<file path="src/rtl/sdcmd_pkg.sv">
package sdcmd_pkg;

  typedef enum logic [2:0] {
    CMD_NOP = 3'd0,
    CMD_ACT = 3'd1,
    CMD_RD  = 3'd2,
    CMD_WR  = 3'd3,
    CMD_PRE = 3'd4,
    CMD_REF = 3'd5,
    CMD_MRS = 3'd6
  } cmd_e;

  // strobe levels -> command, chip select gates everything
  function automatic cmd_e strobe_to_cmd(input logic cs_n, input logic ras_n,
                                         input logic cas_n, input logic we_n);
    cmd_e c;
    if (cs_n) begin
      c = CMD_NOP;
    end else begin
      case ({ras_n, cas_n, we_n})
        3'b011:  c = CMD_ACT;
        3'b101:  c = CMD_RD;
        3'b100:  c = CMD_WR;
        3'b010:  c = CMD_PRE;
        3'b001:  c = CMD_REF;
        3'b000:  c = CMD_MRS;
        default: c = CMD_NOP;
      endcase
    end
    return c;
  endfunction

  function automatic logic is_access(input cmd_e c);
    return (c == CMD_RD) || (c == CMD_WR);
  endfunction

endpackage

</file>
<file path="src/rtl/sdcmd_clk_gate.sv">
module sdcmd_clk_gate (
  input  logic clk_i,
  input  logic rst_ni,
  input  logic cke_i,
  output logic run_o,
  output logic pdown_o
);
  logic cke_q;

  always_ff @(posedge clk_i or negedge rst_ni) begin
    if (!rst_ni) cke_q <= 1'b1;
    else         cke_q <= cke_i;
  end

  assign run_o   = cke_q;
  assign pdown_o = ~cke_q;

  AST_PDOWN_FOLLOWS: assert property (@(posedge clk_i) disable iff (!rst_ni)
    (!cke_i) |=> pdown_o);
endmodule

</file>
<file path="src/rtl/sdcmd_bank_track.sv">
module sdcmd_bank_track #(
  parameter int BANKS = 4,
  parameter int ROW_W = 12,
  parameter int BA_W  = 2
) (
  input  logic             clk_i,
  input  logic             rst_ni,
  input  logic             act_i,
  input  logic             rw_i,
  input  logic             ap_i,
  input  logic             pre_i,
  input  logic             pre_all_i,
  input  logic [BA_W-1:0]  bank_i,
  input  logic [ROW_W-1:0] row_i,
  output logic [BANKS-1:0] open_o,
  output logic             sel_open_o,
  output logic [ROW_W-1:0] sel_row_o
);
  logic [BANKS-1:0] open_q;
  logic [ROW_W-1:0] row_q [BANKS];

  for (genvar g = 0; g < BANKS; g++) begin : g_bank
    logic hit;
    assign hit = (bank_i == BA_W'(g));
    always_ff @(posedge clk_i or negedge rst_ni) begin
      if (!rst_ni) begin
        open_q[g] <= 1'b0;
        row_q[g]  <= '0;
      end else if (act_i && hit && !open_q[g]) begin
        open_q[g] <= 1'b1;
        row_q[g]  <= row_i;
      end else if (pre_i && (pre_all_i || hit)) begin
        open_q[g] <= 1'b0;
      end else if (rw_i && ap_i && hit) begin
        open_q[g] <= 1'b0;
      end
    end
  end

  assign open_o     = open_q;
  assign sel_open_o = open_q[bank_i];
  assign sel_row_o  = open_q[bank_i] ? row_q[bank_i] : '0;

  AST_PRE_ALL_CLOSES: assert property (@(posedge clk_i) disable iff (!rst_ni)
    (pre_i && pre_all_i) |=> (open_q == '0));
  AST_ACT_OPENS: assert property (@(posedge clk_i) disable iff (!rst_ni)
    (act_i && !sel_open_o) |=> (open_q[$past(bank_i)] && row_q[$past(bank_i)] == $past(row_i)));
  AST_ACT_ERR_KEEPS_ROW: assert property (@(posedge clk_i) disable iff (!rst_ni)
    (act_i && sel_open_o) |=> $stable(row_q[$past(bank_i)]));
  AST_AP_CLOSES: assert property (@(posedge clk_i) disable iff (!rst_ni)
    (rw_i && ap_i) |=> !open_q[$past(bank_i)]);
endmodule

</file>
<file path="src/rtl/sdram_cmd_frontend.sv">
module sdram_cmd_frontend
  import sdcmd_pkg::*;
#(
  parameter int BANKS  = 4,
  parameter int ROW_W  = 12,
  parameter int COL_W  = 8,
  parameter int AP_BIT = 10
) (
  input  logic                       clk_i,
  input  logic                       rst_ni,
  input  logic                       cke_i,
  input  logic                       cs_ni,
  input  logic                       ras_ni,
  input  logic                       cas_ni,
  input  logic                       we_ni,
  input  logic [$clog2(BANKS)-1:0]   ba_i,
  input  logic [ROW_W-1:0]           addr_i,
  output logic [2:0]                 cmd_o,
  output logic [$clog2(BANKS)-1:0]   bank_o,
  output logic [ROW_W-1:0]           row_o,
  output logic [COL_W-1:0]           col_o,
  output logic                       auto_pre_o,
  output logic                       all_banks_o,
  output logic                       proto_err_o,
  output logic [BANKS-1:0]           bank_open_o,
  output logic                       power_down_o
);
  localparam int BA_W = $clog2(BANKS);

  logic run, sel_open;
  logic [ROW_W-1:0] sel_row;
  cmd_e cmd_now;
  logic ev_act, ev_rw, ev_pre, a10, err_now;

  sdcmd_clk_gate u_gate (
    .clk_i  (clk_i),
    .rst_ni (rst_ni),
    .cke_i  (cke_i),
    .run_o  (run),
    .pdown_o(power_down_o)
  );

  assign cmd_now = run ? strobe_to_cmd(cs_ni, ras_ni, cas_ni, we_ni) : CMD_NOP;
  assign ev_act  = (cmd_now == CMD_ACT);
  assign ev_rw   = is_access(cmd_now);
  assign ev_pre  = (cmd_now == CMD_PRE);
  assign a10     = addr_i[AP_BIT];
  assign err_now = (ev_act && sel_open) || (ev_rw && !sel_open);

  sdcmd_bank_track #(.BANKS(BANKS), .ROW_W(ROW_W), .BA_W(BA_W)) u_track (
    .clk_i     (clk_i),
    .rst_ni    (rst_ni),
    .act_i     (ev_act),
    .rw_i      (ev_rw),
    .ap_i      (a10),
    .pre_i     (ev_pre),
    .pre_all_i (a10),
    .bank_i    (ba_i),
    .row_i     (addr_i),
    .open_o    (bank_open_o),
    .sel_open_o(sel_open),
    .sel_row_o (sel_row)
  );

  always_ff @(posedge clk_i or negedge rst_ni) begin
    if (!rst_ni) begin
      cmd_o       <= CMD_NOP;
      bank_o      <= '0;
      row_o       <= '0;
      col_o       <= '0;
      auto_pre_o  <= 1'b0;
      all_banks_o <= 1'b0;
      proto_err_o <= 1'b0;
    end else begin
      cmd_o       <= cmd_now;
      bank_o      <= (cmd_now == CMD_NOP) ? '0 : ba_i;
      row_o       <= ev_act ? addr_i : (ev_rw ? sel_row : '0);
      col_o       <= ev_rw ? addr_i[COL_W-1:0] : '0;
      auto_pre_o  <= ev_rw & a10;
      all_banks_o <= ev_pre & a10;
      proto_err_o <= err_now;
    end
  end

  AST_CS_HIGH_NOP: assert property (@(posedge clk_i) disable iff (!rst_ni)
    cs_ni |=> (cmd_o == CMD_NOP));
  AST_SUSPEND_NOP: assert property (@(posedge clk_i) disable iff (!rst_ni)
    (!cke_i) |-> ##2 (cmd_o == CMD_NOP));
  AST_RW_CLOSED_ERR: assert property (@(posedge clk_i) disable iff (!rst_ni)
    (ev_rw && !sel_open) |=> proto_err_o);
  AST_PRE_ONE_BANK: assert property (@(posedge clk_i) disable iff (!rst_ni)
    (ev_pre && !a10) |=> !bank_open_o[$past(ba_i)]);
endmodule

</file>
<file path="config.mk">
export PLATFORM = sky130hd
export DESIGN_NAME = sdram_cmd_frontend
export DESIGN_NICKNAME = d
export VERILOG_FILES = /design/src/rtl/sdcmd_pkg.sv /design/src/rtl/sdcmd_clk_gate.sv /design/src/rtl/sdcmd_bank_track.sv /design/src/rtl/sdram_cmd_frontend.sv
export SDC_FILE = /design/constraint.sdc
export NUM_CORES = 1
export LEC_CHECK = 0
export ABC_AREA = 1
export BUFFER_PORTS_ARGS = -buffer_cell sky130_fd_sc_hd__clkbuf_2
export CORE_MARGIN = 2
export CORE_UTILIZATION = 60
export CTS_CLUSTER_DIAMETER = 200
export DETAILED_ROUTE_END_ITERATION = 12
export PLACE_DENSITY_LB_ADDON = 0.1
export RECOVER_POWER = 50
export SYNTH_ARGS = -nofsm -noshare
export SYNTH_HDL_FRONTEND = slang
export SYNTH_SLANG_ARGS = --single-unit
</file>
<file path="constraint.sdc">
create_clock -name clk_i -period 2.9 [get_ports clk_i]
set_clock_uncertainty 0.05 [all_clocks]
set_input_delay 0.435 -clock clk_i [delete_from_list [all_inputs] [get_ports clk_i]]
set_output_delay 0.435 -clock clk_i [all_outputs]
set_load 0.05 [all_outputs]
</file>
After elaboration in Yosys (flattened, before gate mapping)
Index checks and enable logic that the tools add are counted.
Storage, ports and cells
  bits in registers: 81
  bits of input ports: 21
  output and inout bits: 33
  logic and storage cells: 96
Operators by class
  reductions and logical operators: 37
  eq/ne operators: 12
  order comparisons: 2
  bitwise operators: 4
  mux-type cells: 25
Operator list (count)
  $mux 12: 5
  $bmux 12 s2: 1
  $logic_and 1x1->1: 19
  $pmux 3 s6: 1
  $mux 1: 13
  $eq 3x2->1 const B: 4
  $reduce_bool 3->1: 4
  $eq 3x3->1 const B: 3
  $mux 8: 1
  $eq 3x1->1 const B: 2
  $logic_not 3->1: 2
  $logic_or 1x1->1: 6
  $mux 3: 2
  $logic_not 1->1: 5
  $eq 2x2->1 const B: 2
  $ge 3x3->1 const B: 1
  $lt 2x3->1 const B: 1
  $not 2->3: 1
  $and 1x1->1: 2
  $bmux 1 s2: 1
  $eq 2x1->1 const B: 1
  $logic_not 2->1: 1
  $mux 2: 1
  $not 1->1: 1

Depth between registers and ports, before layout
Gate-level depths: netlist of the first run.
  word-level depth: 11
  depth in mapped cells: 8
  depth with buffers taken out: 8

Hierarchy
Synthesis of the first run repeated with hierarchy kept, for this count alone.
Second synthesis, totals
  cells, all modules: 438
  area total of the unflattened synthesis: 3861.2 um^2
Modules (own cells, without submodules)
  sdcmd_bank_track: times used 1, area each 2767.7 um^2, cells each 321
  sdram_cmd_frontend: times used 1, area each 1063.5 um^2, cells each 115
  sdcmd_clk_gate: times used 1, area each 30.0 um^2, cells each 2

Worst setup path after synthesis of the first run
OpenSTA, ideal clock, no wires.
  path type: register to register
  from: reg u_track.open_q[3], in the netlist u_track.open_o[3]
  to: reg row_o[0]
  path buffers: 1
  data arrival time: 1.318 ns
  period minus slack after synthesis: 1.433 ns
  cell stages (with the launch flop): 8
  slack: 1.467 ns
  path through: dfrtp_1 -> inv_1 -> nor2_1 -> a21oi_2 -> nand2_2 -> buf_6 -> nand3_1 -> nand2_1
Between the ends
  longest elaborated chain between the ends: 5
Ends and longest elaborated chain
  from (decl): RTL line sdcmd_bank_track.sv:19  | logic [BANKS-1:0] open_q;
  from (signal, indexed assignment): RTL line sdcmd_bank_track.sv:27  | open_q[g] <= 1'b0;
  from (signal, indexed assignment): RTL line sdcmd_bank_track.sv:30  | open_q[g] <= 1'b1;
  from (signal, indexed assignment): RTL line sdcmd_bank_track.sv:33  | open_q[g] <= 1'b0;
  $bmux 1 s2: RTL line sdcmd_bank_track.sv:42  | assign sel_row_o = open_q[bank_i] ? row_q[bank_i] : '0;
  $mux 1 (implied by the code): RTL line sdcmd_bank_track.sv:42
  $mux 12: RTL line sdcmd_bank_track.sv:42
  $mux 12 (2 in series): RTL line sdram_cmd_frontend.sv:77  | row_o <= ev_act ? addr_i : (ev_rw ? sel_row : '0);
  to (signal assigned): RTL line sdram_cmd_frontend.sv:77
  to (decl): RTL line sdram_cmd_frontend.sv:20  | output logic [ROW_W-1:0] row_o,
No other way between the ends. The select of a mux whose other input is x is not followed.
A chain may end at the register's enable or synchronous reset.

Worst setup path after layout of the first run
  from: reg u_gate.cke_q, in the netlist u_gate.run_o
  to: reg u_track.row_q[22] (netlist name)
Between the ends
  longest elaborated chain between the ends: 4
Ends and longest elaborated chain
  from (decl): RTL line sdcmd_clk_gate.sv:8  | logic cke_q;
  from (signal assigned): RTL line sdcmd_clk_gate.sv:12  | else cke_q <= cke_i;
  $mux 3: RTL line sdram_cmd_frontend.sv:43  | assign cmd_now = run ? strobe_to_cmd(cs_ni, ras_ni, cas_ni, we_ni) : CMD_NOP;
  $eq 3x1->1: RTL line sdram_cmd_frontend.sv:44  | assign ev_act = (cmd_now == CMD_ACT);
  $logic_and 1x1->1 (2 in series): RTL line sdcmd_bank_track.sv:29  | end else if (act_i && hit && !open_q[g]) begin
  to (signal, indexed assignment): RTL line sdcmd_bank_track.sv:31  | row_q[g] <= row_i;
  to (decl): RTL line sdcmd_bank_track.sv:20  | logic [ROW_W-1:0] row_q [BANKS];
No other way between the ends.

==> results of run 1 <==
## report_power, final
| part | switching [mW] | internal (mW) |
|---|---|---|
| Combinational | 0.276 | 0.100 |
| Clock | 0.386 | 0.420 |
| Sequential | 0.0564 | 1.22 |
## cell usage in the layout, fill, tap and decap left out
cell and instances:
a21oi_2 1, a22oi_1 2, a22oi_2 1, buf_4 1
bufinv_16 1, clkbuf_1 11, clkbuf_2 45, clkbuf_8 10
clkinv_2 2, dfrtp_1 80, dfstp_1 1, inv_1 25
inv_2 5, nand2_1 138, nand2_2 2, nand3_1 13
nand3_4 4, nand4_1 13, nor2_1 17, nor2_2 2
nor2_4 2, nor2_8 1, nor3_1 1, o21ai_0 2
o21ai_1 38, o21ai_2 10
## final timing paths
| kind | start | endpoint | depth (start not counted) |
|---|---|---|---|
| worst min register to register | u_track.row_q[21] | u_track.row_q[21] | 2 |
| worst min-delay path | cke_i | u_gate.run_o | 1 |
| min in group asynchronous | rst_ni | cmd_o[0] | 1 |
| worst max register to register | u_gate.run_o | u_track.row_q[22] | 5 |
| max in group asynchronous | rst_ni | u_track.open_o[2] | 1 |
| worst max-delay path | u_gate.run_o | u_track.row_q[22] | 5 |
## per-layer routing
layer  vias up  track usage, %  part of all wire (%)
met1      1321            34.9                    44
met4         0            11.2                   1.2
met2        84            40.8                    48
met3        12            6.07                   6.3
met5         -               0                     0
li1       1289               -                     -
## sequential cells by signal, summed over array words and instances (netlist names)
| name | cells |
|---|---|
| u_track.row_q | 48 |
| row_o | 12 |
| col_o | 8 |
| u_track.open_o | 4 |
| cmd_o | 3 |
| bank_o | 2 |
| all_banks_o | 1 |
| auto_pre_o | 1 |
| proto_err_o | 1 |
| u_gate.run_o | 1 |
## worst register-to-register path, delay by kind of cell, from the launching register on
kind / cells / cell delay [ns]
DFF: 1 / 0.55
AOI/OAI and AO/OA: 1 / 0.06
and+or+nand+nor: 4 / 1.18
## cell type report
class | instances | area [um2] | area share, %
flip-flops and latches | 81 | 2030 | 52.3
multi-input cells | 247 | 1190 | 30.8
well taps | 72 | 90.1 | 2.32
clock inverters | 3 | 40.0 | 1.03
repair buffers | 54 | 263 | 6.78
inverters | 30 | 113 | 2.90
clock buffers | 13 | 149 | 3.84
## logic make-up after synthesis
family,after synthesis
compound gates,54
buf+inv,45
simple gates,193
flops,81
==> flow_metrics.tcl, run 1 <==
set metrics [dict create \
    synth-seq-area-share_pct 58.2 \
    area_delta_synth_final_pct 11.3 \
    avgViaCountPerCell 5.41 \
    start_util_pct 62.5 \
    drive_gt1_share_pct 20.3 \
    violations "max-capacitance violations, max-slew violations" \
    hold_buffers 0 \
    path_cells "nand3_1 > nor2_8 > nand3_4 > nand2_1 > o21ai_2" \
    synth_cell_types 24 \
    setup_viol 0 \
    rows 27 \
    numCtsBuffers 9 \
    port_buffers 53 \
    cts_tree "done" \
    synth-compound-area-share_pct 9.30 \
    slowest_stage "dfstp_1" \
    synth_top_family_by_area "simple AND/OR/NAND/NOR gates" \
    status "complete, but fails checks" \
    place_ws_ns 0.891 \
    cp_num_buf_inv 0 \
    grt_pass1_vias 2710 \
    yosys.area_share.simple_pct 25.1 \
    grt_pass1_wl_mm 12.6 \
    ys_warn_count 0 \
    nets 444 \
    netlist_area_um2 3480 \
    hold_slack_ns 0.116 \
    netlist_top_cells_area "dfrtp_1 (57%), nand2_1 (15%), o21ai_1 (5.5%), buf_6 (2.9%), inv_1 (2.7%)" \
    maxSlewViolCount 82 \
    powerDensity_nw_per_um2 635 \
    coreArea_um2 5570 \
    synth_cells 373 \
    syn_avg_cell_area_um2 9.34 \
    tightest_slew_ns 1.92 \
    clockBufferDepth 2 \
    async_flop_share_pct 100 \
    fin_util_pct 69.6 \
    synth_common_cells "nand2_1 (138), dfrtp_1 (80), o21ai_1 (38)" \
    place_hpwl_mm 4.68 \
    postPlaceCellArea_um2 3710 \
    r2r_slack_ns 0.93 \
    synth_edf_count 0 \
    synth.most_common_cell "nand2_1" \
    drt_wl_total_mm 7.31 \
    post-synth-top-area-cell "dfrtp_1" \
    first_iter_violations 192 \
    clk_pin_slew_ns 0.08 \
    hp-class "input port to register" \
    crit_path_max_incr_delay_ns 0.55 \
    clkLatencyLatePin_ns 0.35 \
    path_max_fanout 25 \
    cp-end-kind "register" \
    gp_congestion 0.894 \
    synth_top_area_share_pct 57.5 \
    cts-htree-levels 3 \
    ir_drop_mv 0.477 \
    worstSetupPathType "register to register" \
    io_pins 54 \
    synthAdderAreaFrac_pct 0 \
    synth_nets 394 \
    achievable-frequency_mhz 508 \
    cts.sinks 81 \
    cts_resized 0 \
    path_delay_family "simple AND/OR/NAND/NOR gates" \
    hold_viol_final 0 \
    route.detailed.drc 0 \
    post_cts_buffers 0 \
    grt_max_degree 82 \
    die_h_um 80.2 \
    final_cell_area_um2 3880 \
    rsz0062_at_grt "no" \
    dieArea_um2 6430 \
    required_ns 3.08 \
    synthXorXnorAreaFrac_pct 0 \
    cp-start-kind "register" \
    synthMuxAreaShare_pct 0 \
    n_antenna_cell 0 \
    cts_root_buf "clkbuf_8" \
    setup_slack_ns 0.930 \
    slew_headroom_pct -28.1 \
    fin_crit_sh_pct 67.9 \
    overflow 0 \
    antenna_found_initial 0 \
    maxCapViolations 1 \
    track_usage_pct 26.0 \
    ant_nets 0 \
    wl_per_cell_um 14.6 \
    first_pass_iters 5 \
    p_leak_nw 2.05 \
    p_total_mw 2.46 \
    place_inst 484 \
    fillers 446 \
    die_w_um 80.2 \
    final.min_clock_period_ns 1.97 \
    final_cells 500 \
    tns_ns 0 \
    yosys_register_bits 81 \
    synthFlopType "dfrtp_1" \
    num_vias 2706 \
    cp.arrival_ns 2.15 \
]
No activity file was read; power rests on OpenSTA's default activity.
==> run 2, diff against run 1 <==
--- a/config.mk
+++ b/config.mk
@@ -8,7 +8,7 @@
 export ABC_AREA = 1
 export BUFFER_PORTS_ARGS = -buffer_cell sky130_fd_sc_hd__clkbuf_2
 export CORE_MARGIN = 2
-export CORE_UTILIZATION = 60
+export CORE_UTILIZATION = 51
 export CTS_CLUSTER_DIAMETER = 200
 export DETAILED_ROUTE_END_ITERATION = 12
 export PLACE_DENSITY_LB_ADDON = 0.1
==> constraint.sdc (replaced) <==
create_clock -name clk_i -period 1.6 [get_ports clk_i]
set_clock_uncertainty 0.05 [all_clocks]
set_input_delay 0.24 -clock clk_i [delete_from_list [all_inputs] [get_ports clk_i]]
set_output_delay 0.24 -clock clk_i [all_outputs]
set_load 0.05 [all_outputs]
==> flow_metrics.tcl, run 2 (synthesized netlist as in run 1, its figures left out) <==
set metrics [dict create \
    status "complete, no violations" \
    hold_end "row_o[3]" \
    min_path_cells 3 \
    gp_congestion 0.816 \
    largest_reg_flops 48 \
    hold_viol_final 0 \
    cts_tree "done" \
    clkLatencyLatePin_ns 0.35 \
    io_pins 54 \
    rr_worst_depth 7 \
    setup_viol 0 \
    overflow 0 \
    tightest_slew_ns 0.917 \
    area_delta_synth_final_pct 20.2 \
    rows 30 \
    route.detailed.drc 0 \
    fin_util_pct 62.3 \
    final_cell_mix "nand2_1 (137), dfrtp_1 (80), clkbuf_2 (53), o21ai_1 (38), inv_1 (25)" \
    antenna_found_initial 0 \
    track_usage_pct 22.5 \
    layout_commonest_cell "nand2_1" \
    crit_path_max_incr_delay_ns 0.57 \
    drive_gt1_share_pct 27.3 \
    cts-htree-levels 3 \
    port_buffers 53 \
    path_max_fanout 25 \
    required_ns 1.78 \
    cp-end-kind "register" \
    grt_pass1_wl_mm 12.7 \
    path_delay_family "flip-flops" \
    grt_pass1_vias 2552 \
    place_hpwl_mm 5.14 \
    first_pass_iters 4 \
    reg2reg_from "u_gate.run_o" \
    powerDensity_nw_per_um2 1110 \
    avgViaCountPerCell 5.18 \
    achievable-frequency_mhz 640 \
    fin_crit_sh_pct 97.6 \
    clockBufferDepth 2 \
    cp.arrival_ns 1.74 \
    maxSlewViolCount 0 \
    final.min_clock_period_ns 1.56 \
    hp-class "input port to register" \
    ant_nets 0 \
    cp_num_buf_inv 2 \
    wl_per_cell_um 15.9 \
    clk_pin_slew_ns 0.08 \
    top_regs "u_track.row_q: 48 flops, row_o: 12 flops, col_o: 8 flops" \
    p_leak_nw 2.20 \
    cts.sinks 81 \
    cpMostUsedCell "nand3_4" \
    numCtsBuffers 9 \
    coreArea_um2 6720 \
    maxCapViolations 0 \
    regMostFlops "u_track.row_q" \
    p_total_mw 4.67 \
    cts_root_buf "clkbuf_8" \
    r2r_slack_ns 0.04 \
    cp-start-kind "register" \
    dieArea_um2 7510 \
    ir_drop_mv 0.623 \
    grt_max_degree 36 \
    path_cells "nand3_4 > nor2_8 > buf_4 > nand3_4 > buf_12 > nand2_1 > o21ai_1" \
    num_vias 2751 \
    worstSetupPathType "register to register" \
    slowest_stage "dfstp_2" \
    holdCritStartpoint "addr_i[3]" \
    die_w_um 86.7 \
    drt_wl_total_mm 8.43 \
    rsz0062_at_grt "yes" \
    first_iter_violations 155 \
    slew_headroom_pct 38.9 \
    r2r-end "u_track.row_q[16]" \
    start_util_pct 51.9 \
    nets 467 \
    die_h_um 86.7 \
    n_antenna_cell 0 \
]
-- run 2: timing repair --
action / 4_1_cts / 5_1_grt
hold endpoints to repair: 32 / 0
gates cloned: 0 / 4
endpoints found under the setup margin: 2 / 26
buffers inserted: 0 / 5
hold buffers: 2 / 0
pin swaps: 0 / 4
gates resized for setup: 1 / 5
-- run 2: area by class of cell --
cell class	count	area [um2]
clock buffer	10	128
fill	585	2530
clock inverter	6	82.6
timing repair buffer	73	470
sequential	81	2030
inverter	30	113
tap	80	100
multi-input combinational	251	1270
-- run 2: through the flow --
stage	setup TNS [ns]	worst slack (ns)	area (um2)	hold WS (ns)	std cells
after floorplan	0	0.167	3480	-0.106	373
after global placement	0	0.0274	3860	0.182	504
after detailed placement	0	0.0137	3860	0.182	504
after CTS	0	0.00653	4090	0.0475	522
after global routing	-0.0224	-0.00854	4190	0.0671	531
final	0	0.0385	4190	0.0555	531
-- run 2: worst max path at each step --
stage	from	to	slack [ns]	cells after the start
2_1_floorplan	u_track.open_o[3]	row_o[0]	0.17	7
3_3_place_gp	u_gate.run_o	proto_err_o	0.03	6
3_5_place_dp	u_gate.run_o	proto_err_o	0.01	6
4_1_cts	u_gate.run_o	u_track.row_q[39]	0.007	5
5_1_grt	u_gate.run_o	row_o[4]	-0.009	7
6_report	u_gate.run_o	u_track.row_q[16]	0.04	7
-- run 2: power by group --
part,total (mW),internal (mW),switching (mW)
registers,2.33,2.22,0.108
logic,0.756,0.214,0.542
clock network,1.59,0.871,0.716
total,4.67,3.30,1.37
-- run 2: per-layer routing --
metal | share of wire (%) | vias to the layer above | global-route usage (%)
met5 | 0 | - | 0
met4 | 1.7 | 0 | 8.52
met3 | 6.1 | 14 | 3.62
met2 | 48 | 87 | 37.5
met1 | 44 | 1295 | 29.6
li1 | - | 1355 | -
-- run 2: worst reg2reg max path, cell delays in order (launching register included) --
cell and delay, ns:
dfstp_2 0.57, nand3_4 0.11, nor2_8 0.18, buf_4 0.15, nand3_4 0.07, buf_12 0.18, nand2_1 0.07, o21ai_1 0.07
